$ cat config.mk
export PLATFORM = sky130hd
export DESIGN_NAME = uart_autobaud
export DESIGN_NICKNAME = d
export VERILOG_FILES = /design/src/rtl/autobaud_pkg.sv /design/src/rtl/ab_sync.sv /design/src/rtl/ab_tx.sv /design/src/rtl/ab_rx.sv /design/src/rtl/uart_autobaud.sv
export SDC_FILE = /design/constraint.sdc
export NUM_CORES = 1
export LEC_CHECK = 0
export BUFFER_PORTS_ARGS = -buffer_cell sky130_fd_sc_hd__buf_2
export CORE_MARGIN = 3
export CORE_UTILIZATION = 60
export DETAILED_ROUTE_END_ITERATION = 10
export GPL_TIMING_DRIVEN = 0
export PLACE_DENSITY_LB_ADDON = 0.1
export SETUP_SLACK_MARGIN = 0.3
export SLEW_MARGIN = 20
export SYNTH_ARGS = -nofsm -noshare
export SYNTH_HDL_FRONTEND = slang
export SYNTH_HIERARCHICAL = 1
export SYNTH_SLANG_ARGS = --single-unit
$ cat constraint.sdc
create_clock -name clk -period 7.63 [get_ports clk]
set_clock_uncertainty 0.15 [all_clocks]
set_input_delay 0.3815 -clock clk [delete_from_list [all_inputs] [get_ports clk]]
set_output_delay 0.3815 -clock clk [all_outputs]
set_load 0.005 [all_outputs]
$ cat src/rtl/autobaud_pkg.sv
// Shared types and constants of the automatic baud rate detector.
// Assumes frames of 1 start bit, 8 data bits and 1 stop bit.
package autobaud_pkg;

    typedef enum logic [2:0] {
        ST_IDLE,
        ST_MEASURE,
        ST_COMPUTE,
        ST_SEND_ACK,
        ST_WAIT_CONFIRM,
        ST_LOCKED,
        ST_ERROR
    } ab_state_e;

    localparam logic [7:0] ACK_BYTE     = 8'h00;
    localparam logic [7:0] CONFIRM_BYTE = 8'h55;

endpackage

$ cat src/rtl/ab_sync.sv
// Multi-stage synchronizer for an asynchronous, idle-high serial line.
// Assumes STAGES >= 2. Resets to the idle level (1).
module ab_sync #(
    parameter int STAGES = 2
) (
    input  logic clk,
    input  logic rst_n,
    input  logic d,
    output logic q
);

    logic [STAGES-1:0] chain;

    // Shift the raw line through the synchronizer chain.
    always_ff @(posedge clk) begin
        if (!rst_n) chain <= '1;
        else        chain <= {chain[STAGES-2:0], d};
    end

    assign q = chain[STAGES-1];

endmodule

$ cat src/rtl/ab_tx.sv
// Single-frame serial transmitter: 1 start bit, 8 data bits LSB first, 1 stop bit.
// Each bit lasts div cycles. Assumes div >= 1 and div stays stable during a frame.
// abort stops a frame at once and returns the line to idle high.
module ab_tx #(
    parameter int DIV_W = 13
) (
    input  logic             clk,
    input  logic             rst_n,
    input  logic             go,
    input  logic             abort,
    input  logic [DIV_W-1:0] div,
    input  logic [7:0]       data,
    output logic             txd,
    output logic             done
);

    logic             busy;
    logic [9:0]       frame;
    logic [3:0]       nbit;
    logic [DIV_W-1:0] tick;
    logic             bit_end;

    assign bit_end = (tick == div - DIV_W'(1));

    // Load, time and shift the outgoing frame.
    always_ff @(posedge clk) begin
        if (!rst_n) begin
            busy  <= 1'b0;
            frame <= '1;
            nbit  <= '0;
            tick  <= '0;
            done  <= 1'b0;
        end else begin
            done <= 1'b0;
            if (abort) begin
                busy <= 1'b0;
            end else if (go) begin
                busy  <= 1'b1;
                frame <= {1'b1, data, 1'b0};
                nbit  <= '0;
                tick  <= '0;
            end else if (busy) begin
                if (bit_end) begin
                    tick  <= '0;
                    frame <= {1'b1, frame[9:1]};
                    if (nbit == 4'd9) begin
                        busy <= 1'b0;
                        done <= 1'b1;
                    end else begin
                        nbit <= nbit + 4'd1;
                    end
                end else begin
                    tick <= tick + DIV_W'(1);
                end
            end
        end
    end

    assign txd = busy ? frame[0] : 1'b1;

    // the line level does not change in the middle of a bit.
    a_r5_bit_hold: assert property (@(posedge clk) disable iff (!rst_n)
        (busy && !abort && !bit_end) |=> $stable(txd));

endmodule

$ cat src/rtl/ab_rx.sv
// Single-frame serial receiver sampling each bit at its midpoint.
// Assumes div >= 2. It runs only while en is high and restarts from idle when en drops.
// done pulses after the stop bit is sampled. ok is the stop-bit level.
module ab_rx #(
    parameter int DIV_W = 13
) (
    input  logic             clk,
    input  logic             rst_n,
    input  logic             en,
    input  logic             rx_s,
    input  logic [DIV_W-1:0] div,
    output logic             done,
    output logic             ok,
    output logic [7:0]       data
);

    typedef enum logic [1:0] {RX_IDLE, RX_START, RX_BITS} rx_phase_e;

    rx_phase_e        phase;
    logic [3:0]       nbit;
    logic [DIV_W-1:0] tick;
    logic [DIV_W-1:0] half;

    assign half = div >> 1;

    // Detect the start bit, then sample the data and stop bits one period apart.
    always_ff @(posedge clk) begin
        if (!rst_n) begin
            phase <= RX_IDLE;
            nbit  <= '0;
            tick  <= '0;
            done  <= 1'b0;
            ok    <= 1'b0;
            data  <= '0;
        end else if (!en) begin
            phase <= RX_IDLE;
            done  <= 1'b0;
        end else begin
            done <= 1'b0;
            case (phase)
                RX_IDLE: begin
                    if (!rx_s) begin
                        phase <= RX_START;
                        tick  <= DIV_W'(1);
                    end
                end
                RX_START: begin
                    if (tick == half) begin
                        if (!rx_s) begin
                            phase <= RX_BITS;
                            nbit  <= '0;
                            tick  <= '0;
                        end else begin
                            phase <= RX_IDLE;
                        end
                    end else begin
                        tick <= tick + DIV_W'(1);
                    end
                end
                default: begin
                    if (tick == div - DIV_W'(1)) begin
                        tick <= '0;
                        if (nbit == 4'd8) begin
                            done  <= 1'b1;
                            ok    <= rx_s;
                            phase <= RX_IDLE;
                        end else begin
                            data <= {rx_s, data[7:1]};
                            nbit <= nbit + 4'd1;
                        end
                    end else begin
                        tick <= tick + DIV_W'(1);
                    end
                end
            endcase
        end
    end

endmodule

$ cat src/rtl/uart_autobaud.sv
// Automatic baud rate detector. It times the low interval of a 0x00 calibration
// byte (9 bit times), derives a rounded divisor, sends a 0x00 acknowledgement
// and locks when the host answers with 0x55.
// Assumes MIN_LOW >= 18 so that the divisor is at least 2, and CNT_W >= 7.
module uart_autobaud
    import autobaud_pkg::*;
#(
    parameter int CNT_W   = 16,
    parameter int MIN_LOW = 36,
    localparam int DIV_W  = CNT_W - 3
) (
    input  logic             clk,
    input  logic             rst_n,
    input  logic             start,
    input  logic             rxd,
    output logic             txd,
    output logic [DIV_W-1:0] divisor,
    output logic             locked,
    output logic             error
);

    localparam logic [CNT_W-1:0] CNT_MAX   = '1;
    localparam logic [CNT_W-1:0] MIN_LOW_C = CNT_W'(MIN_LOW);

    ab_state_e        state;
    logic             rx_s;
    logic             rx_q;
    logic             fall;
    logic             in_low;
    logic [CNT_W-1:0] cnt;
    logic [CNT_W:0]   cnt_rnd;
    logic [DIV_W-1:0] div_next;
    logic             tx_go;
    logic             tx_done;
    logic             rx_done;
    logic             rx_ok;
    logic [7:0]       rx_byte;

    ab_sync #(.STAGES(2)) i_sync (
        .clk(clk), .rst_n(rst_n), .d(rxd), .q(rx_s)
    );

    // Hold the previous synchronized level for edge detection.
    always_ff @(posedge clk) begin
        if (!rst_n) rx_q <= 1'b1;
        else        rx_q <= rx_s;
    end

    assign fall = rx_q && !rx_s;

    // Round to nearest: add half the divide-by-nine step (4) before dividing.
    assign cnt_rnd  = {1'b0, cnt} + (CNT_W+1)'(4);
    assign div_next = DIV_W'(cnt_rnd / (CNT_W+1)'(9));

    // Calibration sequence: measure, compute, acknowledge, confirm.
    always_ff @(posedge clk) begin
        if (!rst_n) begin
            state   <= ST_IDLE;
            in_low  <= 1'b0;
            cnt     <= '0;
            divisor <= '0;
            tx_go   <= 1'b0;
        end else begin
            tx_go <= 1'b0;
            if (start) begin
                state  <= ST_MEASURE;
                in_low <= 1'b0;
                cnt    <= '0;
            end else begin
                case (state)
                    ST_MEASURE: begin
                        if (!in_low) begin
                            if (fall) begin
                                in_low <= 1'b1;
                                cnt    <= CNT_W'(1);
                            end
                        end else if (!rx_s) begin
                            if (cnt == CNT_MAX) state <= ST_ERROR;
                            else                cnt   <= cnt + CNT_W'(1);
                        end else begin
                            in_low <= 1'b0;
                            if (cnt >= MIN_LOW_C) state <= ST_COMPUTE;
                        end
                    end
                    ST_COMPUTE: begin
                        divisor <= div_next;
                        tx_go   <= 1'b1;
                        state   <= ST_SEND_ACK;
                    end
                    ST_SEND_ACK: begin
                        if (tx_done) state <= ST_WAIT_CONFIRM;
                    end
                    ST_WAIT_CONFIRM: begin
                        if (rx_done)
                            state <= (rx_ok && rx_byte == CONFIRM_BYTE) ? ST_LOCKED : ST_ERROR;
                    end
                    default: ;
                endcase
            end
        end
    end

    ab_tx #(.DIV_W(DIV_W)) i_tx (
        .clk(clk), .rst_n(rst_n), .go(tx_go), .abort(start),
        .div(divisor), .data(ACK_BYTE), .txd(txd), .done(tx_done)
    );

    ab_rx #(.DIV_W(DIV_W)) i_rx (
        .clk(clk), .rst_n(rst_n), .en(state == ST_WAIT_CONFIRM), .rx_s(rx_s),
        .div(divisor), .done(rx_done), .ok(rx_ok), .data(rx_byte)
    );

    assign locked = (state == ST_LOCKED);
    assign error  = (state == ST_ERROR);

    // only intervals of at least MIN_LOW cycles reach the divide step.
    a_r3_min_low: assert property (@(posedge clk) disable iff (!rst_n)
        (state == ST_COMPUTE) |-> (cnt >= MIN_LOW_C));

    // the stored divisor is the count over nine, rounded to nearest.
    a_r2_rounding: assert property (@(posedge clk) disable iff (!rst_n)
        (state == ST_COMPUTE && !start) |=>
            ((int'(divisor) * 9 <= int'($past(cnt)) + 4) &&
             (int'(divisor) * 9 + 9 > int'($past(cnt)) + 4)));

    // lock only follows a received 0x55 with a valid stop bit.
    a_r6_lock_source: assert property (@(posedge clk) disable iff (!rst_n)
        $rose(locked) |-> $past(rx_done && rx_ok && rx_byte == CONFIRM_BYTE));

    // the final flags hold until start.
    a_r8_flags_hold: assert property (@(posedge clk) disable iff (!rst_n)
        ((locked || error) && !start) |=> $stable({locked, error}));

    // error comes only from overflow or from the confirmation frame.
    a_r4_error_source: assert property (@(posedge clk) disable iff (!rst_n)
        $rose(error) |-> ($past(state) == ST_WAIT_CONFIRM || $past(cnt) == CNT_MAX));

endmodule

; ---- After elaboration in Yosys (flattened, before gate mapping)
; Cells that the tools add are included.
[word_totals]
inputBits = 4
word_cells = 148
reg_bits = 95
[classes]
div = 1
magnitude_cmp = 1
n_bitwise = 9
add_sub_neg = 7
n_eq_ne = 32
n_reduce_logical = 29
n_mux = 50
[ops]
columns = cell, n
row1 = 13-bit two-way mux, 7
row2 = 16-bit two-way mux, 4
row3 = 4-bit two-way mux, 8
row4 = 10-bit two-way mux, 3
row5 = 13-bit by 1-bit adder with 13-bit output (second input constant), 2
row6 = 13-bit == test, 2
row7 = 13-bit case mux with 2 select lines, 1
row8 = 4-bit AND reduction, 5
row9 = 3-bit two-way mux, 6
row10 = 6-bit AND reduction, 3
row11 = 16-bit by 3-bit adder with 17-bit output (second input constant), 1
row12 = 17-bit by 4-bit divider with 17-bit output (second input constant), 1
row13 = 16-bit by 1-bit adder with 16-bit output (second input constant), 1
row14 = 16-bit == test (second input constant), 1
row15 = 16-bit by 6-bit >= comparator with 1-bit output (second input constant), 1
row16 = 2-bit != test (second input constant), 8
row17 = 13-bit by 12-bit == test with 1-bit output, 1
row18 = 13-bit by 1-bit subtractor with 13-bit output (second input constant), 1
row19 = 1-bit two-way mux, 12
row20 = 2-bit two-way mux, 6
row21 = 3-bit != test (second input constant), 4
row22 = 3-bit case mux with 4 select lines, 1
row23 = 5-bit OR reduction, 2
row24 = 3-bit == test (second input constant), 3
row25 = 23 further kinds, 45

; ---- Longest topological paths before layout
[depth]
depth_word = 6
depth_mapped = 30
ltp_nobuf = 26

; ---- Modules after synthesis
; Netlist, hierarchy kept.
[by_module_without_submodules]
columns = module, area_per_inst_um2, cells_each, instances
row1 = uart_autobaud, 4162.7, 529, 1
row2 = ab_rx, 2078.2, 254, 1
row3 = ab_tx, 1750.4, 198, 1
row4 = ab_sync, 52.6, 4, 1

; ---- Least setup slack after synthesis
; OpenSTA, ideal clock, no wires.
[synth_timing]
path_type = flip-flop to flip-flop
startpoint = reg cnt[2]
endpoint = reg divisor[0]
setup_ps = 146
slack_ps = 784
arrival_ps = 6550
path_stages_with_launch = 27
path_cell_list = dfxtp_1 > ha_1 > nand4_2 > o31a_1 > o211a_1 > buf_4 > maj3_2 > xnor2_2 > a21o_1 > or4_4 > a21oi_2 > o31a_1 > nand2_1 > o311ai_2 > or4b_4 > o2111a_1 > nand3b_1 > a211o_1 > nor4_1 > o211ai_1 > a22oi_2 > inv_2 > ha_1 > nor2b_1 > a221o_1 > o211ai_2 > a41oi_1
[synth_via]
elab_chain_len = 2
[synth_rtl]
columns = item, line_no
row1 = "start, declared", uart_autobaud.sv:30  ; logic [CNT_W-1:0] cnt;
row2 = "start signal, assigned", uart_autobaud.sv:79  ; else cnt <= cnt + CNT_W'(1);
row3 = 16-bit by 3-bit adder with 17-bit output, uart_autobaud.sv:52  ; assign cnt_rnd = {1'b0, cnt} + (CNT_W+1)'(4);
row4 = 17-bit by 4-bit divider with 17-bit output, uart_autobaud.sv:53  ; assign div_next = DIV_W'(cnt_rnd / (CNT_W+1)'(9));
row5 = "end signal, assigned", uart_autobaud.sv:86  ; divisor <= div_next;
row6 = "end, declared", uart_autobaud.sv:17  ; output logic [DIV_W-1:0] divisor,
; Every way passes these cells.
; A chain may end at the register's enable or synchronous reset.

; ---- Final worst setup path
[layout_timing]
startpoint = reg cnt[8]
endpoint = reg divisor[0]
; The elaborated chain is that of the path after synthesis.

==> out/results.ini <==
[status]
status=complete, no violations

[setup_path]
required_ns=7.77
worstSetupEndpointType=flip-flop
cp_max_fo=10
cp_data_arrival_time_ns=7.35
crit_path_top_delay_cell=or4_4
max_stage_delay_ns=0.59
critical_path_class=reg -> reg
cp-start-kind=flip-flop

[detailed_routing]
vias=7841
drt-total-wl_mm=21.3
wl_per_cell_um=17.3
firstDrtPassIters=5
first_iter_violations=657
viasPerCell=6.36
final_antenna_net_count=0
drcViolationCount=0

[synth]
synth_ff_type=dfxtp_1
synth_top_area_cell=dfxtp_1
ys_ff_latch=94
synth.area.top_cells=dfxtp_1 23%, xor2_1 6.4%, nor2_1 4.8%
seq_area_frac_synth=0.234
synth_top_area_frac=0.234
ys_warn_count=6
synth_area_sq_um=8040
syn_area_per_cell_sq_um=8.17
synthArstFlopShare=0
synth-edff-count=0
synth_cell_types=119
syn_inst=985

[floorplanning]
rows=41
num_io_pins=20
coreArea_sq_um=12900
dieArea_sq_um=14800
dieHeight_um=122
die_x_um=122
initial_core_util=0.625

[placement]
dpl.hpwl_mm=14.6
gp_congestion=0.915
dp.cells=1183
io_buffers=19

[final_layout]
fin_cells=1232
num-fill-cells=1034
drive_gt1_frac=0.207
area_growth_pct=16.0
final_nets=1075
num_antenna_cells=0

[power]
power.static_leakage_nw=3.73
power_uw=975
peakVddDrop_v=0.000155
powerDensity_nw_per_um2=104

[timing]
tightestPinTransition_ns=0.814
setup_viol=0
timing.slew.headroom=0.454
finalCritPeriodShare=0.945
maxSlewViolCount=0
fmax_ghz=0.139
hold_violations=0
rsz0062_at_grt=false
worst_hold_slack_ns=0.0467
finalCriticalPeriod_ns=7.21

[grt]
overflow=0
grt_max_degree=22
antenna_found_initial=0
grt_first_pass_wirelength_mm=33.8
grt_pass1_vias=6846
grt_use_total=0.275

[cts]
numCtsBuffers=9
cts_hold_buf=0
clock-sinks=94
cts_tree=yes
clock_latency_ns=0.36
htree_levels=3
clock_tree.buffer_depth=2
clk_pin_slew_worst_paths_ns=0.08
ctsRootBufferMaster=clkbuf_16

[flow_run]
maxCapViolations=0

[min_path]
hold_class=in -> reg

==> flip-flops by register name (all words and copies together), names as in the netlist, 3 cells and up <==
name	cells
i_rx/data	8
divisor	13
i_tx/tick	13
i_rx/nbit	4
cnt	16
i_tx/nbit	4
i_rx/tick	13
i_tx/frame	9
state	3
==> timing repair <==
action / CTS / global route
setup endpoints to repair: 1 / 2
setup buffers: 0 / 33
resized for setup: 11 / 61
pin swaps: 2 / 28
==> worst max-delay path: cells and delay by family (launching register included) <==
| kind | cells | cell delay (ns) |
|---|---|---|
| and+or+nand+nor | 9 | 2.66 |
| adders and majority gates | 1 | 0.26 |
| buffers and inverters | 5 | 0.75 |
| AOI/OAI and AO/OA | 14 | 3.00 |
| DFF | 1 | 0.32 |
==> metal layers <==
metal / part of all wire / vias up / wire [um] / track usage
met5: 0 / - / 0 / 0
met4: 0.011 / 0 / 243 / 0.0609
met3: 0.064 / 25 / 1360 / 0.0506
met2: 0.45 / 228 / 9510 / 0.422
met1: 0.48 / 3748 / 10200 / 0.404
li1: - / 3840 / - / -
==> cell usage in the layout (no fill, tap or decap), types with 14 or more instances in the layout <==
cell type	count
ha_1	14
nand3_1	35
buf_4	41
a31oi_1	20
clkbuf_1	25
dfxtp_1	91
mux2i_1	23
nor3_1	26
a21oi_1	49
nand2_1	76
nand2b_1	15
xnor2_1	31
nor2_1	102
nand4_1	18
xor2_1	58
o21ai_0	35
and3_1	19
inv_1	25
buf_2	23
==> logic make-up after synthesis <==
| group | after synthesis | synth area share |
|---|---|---|
| other | 1 | 0.000466 |
| adder cells (fa/ha/maj) | 17 | 0.0263 |
| XOR/XNOR | 94 | 0.105 |
| buffers and inverters | 78 | 0.0485 |
| flip-flops | 94 | 0.234 |
| AO/OA/AOI/OAI | 266 | 0.255 |
| multiplexers | 34 | 0.0440 |
| AND/OR/NAND/NOR | 401 | 0.287 |
==> synthesized netlist by cell type (23+ instances only) <==
library cell,n
dfxtp_1,94
xor2_1,59
xnor2_1,32
mux2i_1,23
nand2_1,78
inv_1,25
nor2_1,103
a21oi_1,51
clkbuf_1,27
nand3_1,36
nor3_1,27
o21ai_0,36
==> path summary, 6_finish.rpt <==
kind | from | depth (start not counted) | to | slack, ns
max | cnt[8] | 29 | divisor[0] | 0.42
min | rxd | 2 | i_sync/chain[0] | 0.05
max reg2reg | cnt[8] | 29 | divisor[0] | 0.42
min reg2reg | i_sync/chain[0] | 1 | i_sync/chain[1] | 0.26
==> cell type report <==
type	instances	area, sq um	area share
Buffer	51	315	0.0338
Clock inverter	7	86.3	0.00925
Timing Repair Buffer	52	343	0.0367
Tap cell	172	215	0.0231
Sequential cell	94	1890	0.203
Multi-Input combinational cell	820	6160	0.660
Clock buffer	9	225	0.0241
Inverter	27	101	0.0109
==> power breakdown <==
part / leakage (nW) / internal, mW / total, mW / switching [mW]
logic: 2.82 / 0.00446 / 0.0180 / 0.0135
registers: 0.760 / 0.490 / 0.492 / 0.00170
clock network: 0.151 / 0.235 / 0.465 / 0.230
==> metrics by stage <==
step	setup TNS [ns]	utilization	setup WS (ns)	instance area, sq um
3_5_place_dp	-0.174	0.651	-0.174	8390
6_report	0	0.725	0.421	9330
2_1_floorplan	0	-	0.784	8070
3_3_place_gp	-0.140	0.651	-0.140	8380
5_1_grt	0	0.725	0.110	9330
4_1_cts	0	0.681	0.306	8760
No activity file was read; power rests on OpenSTA's default activity.
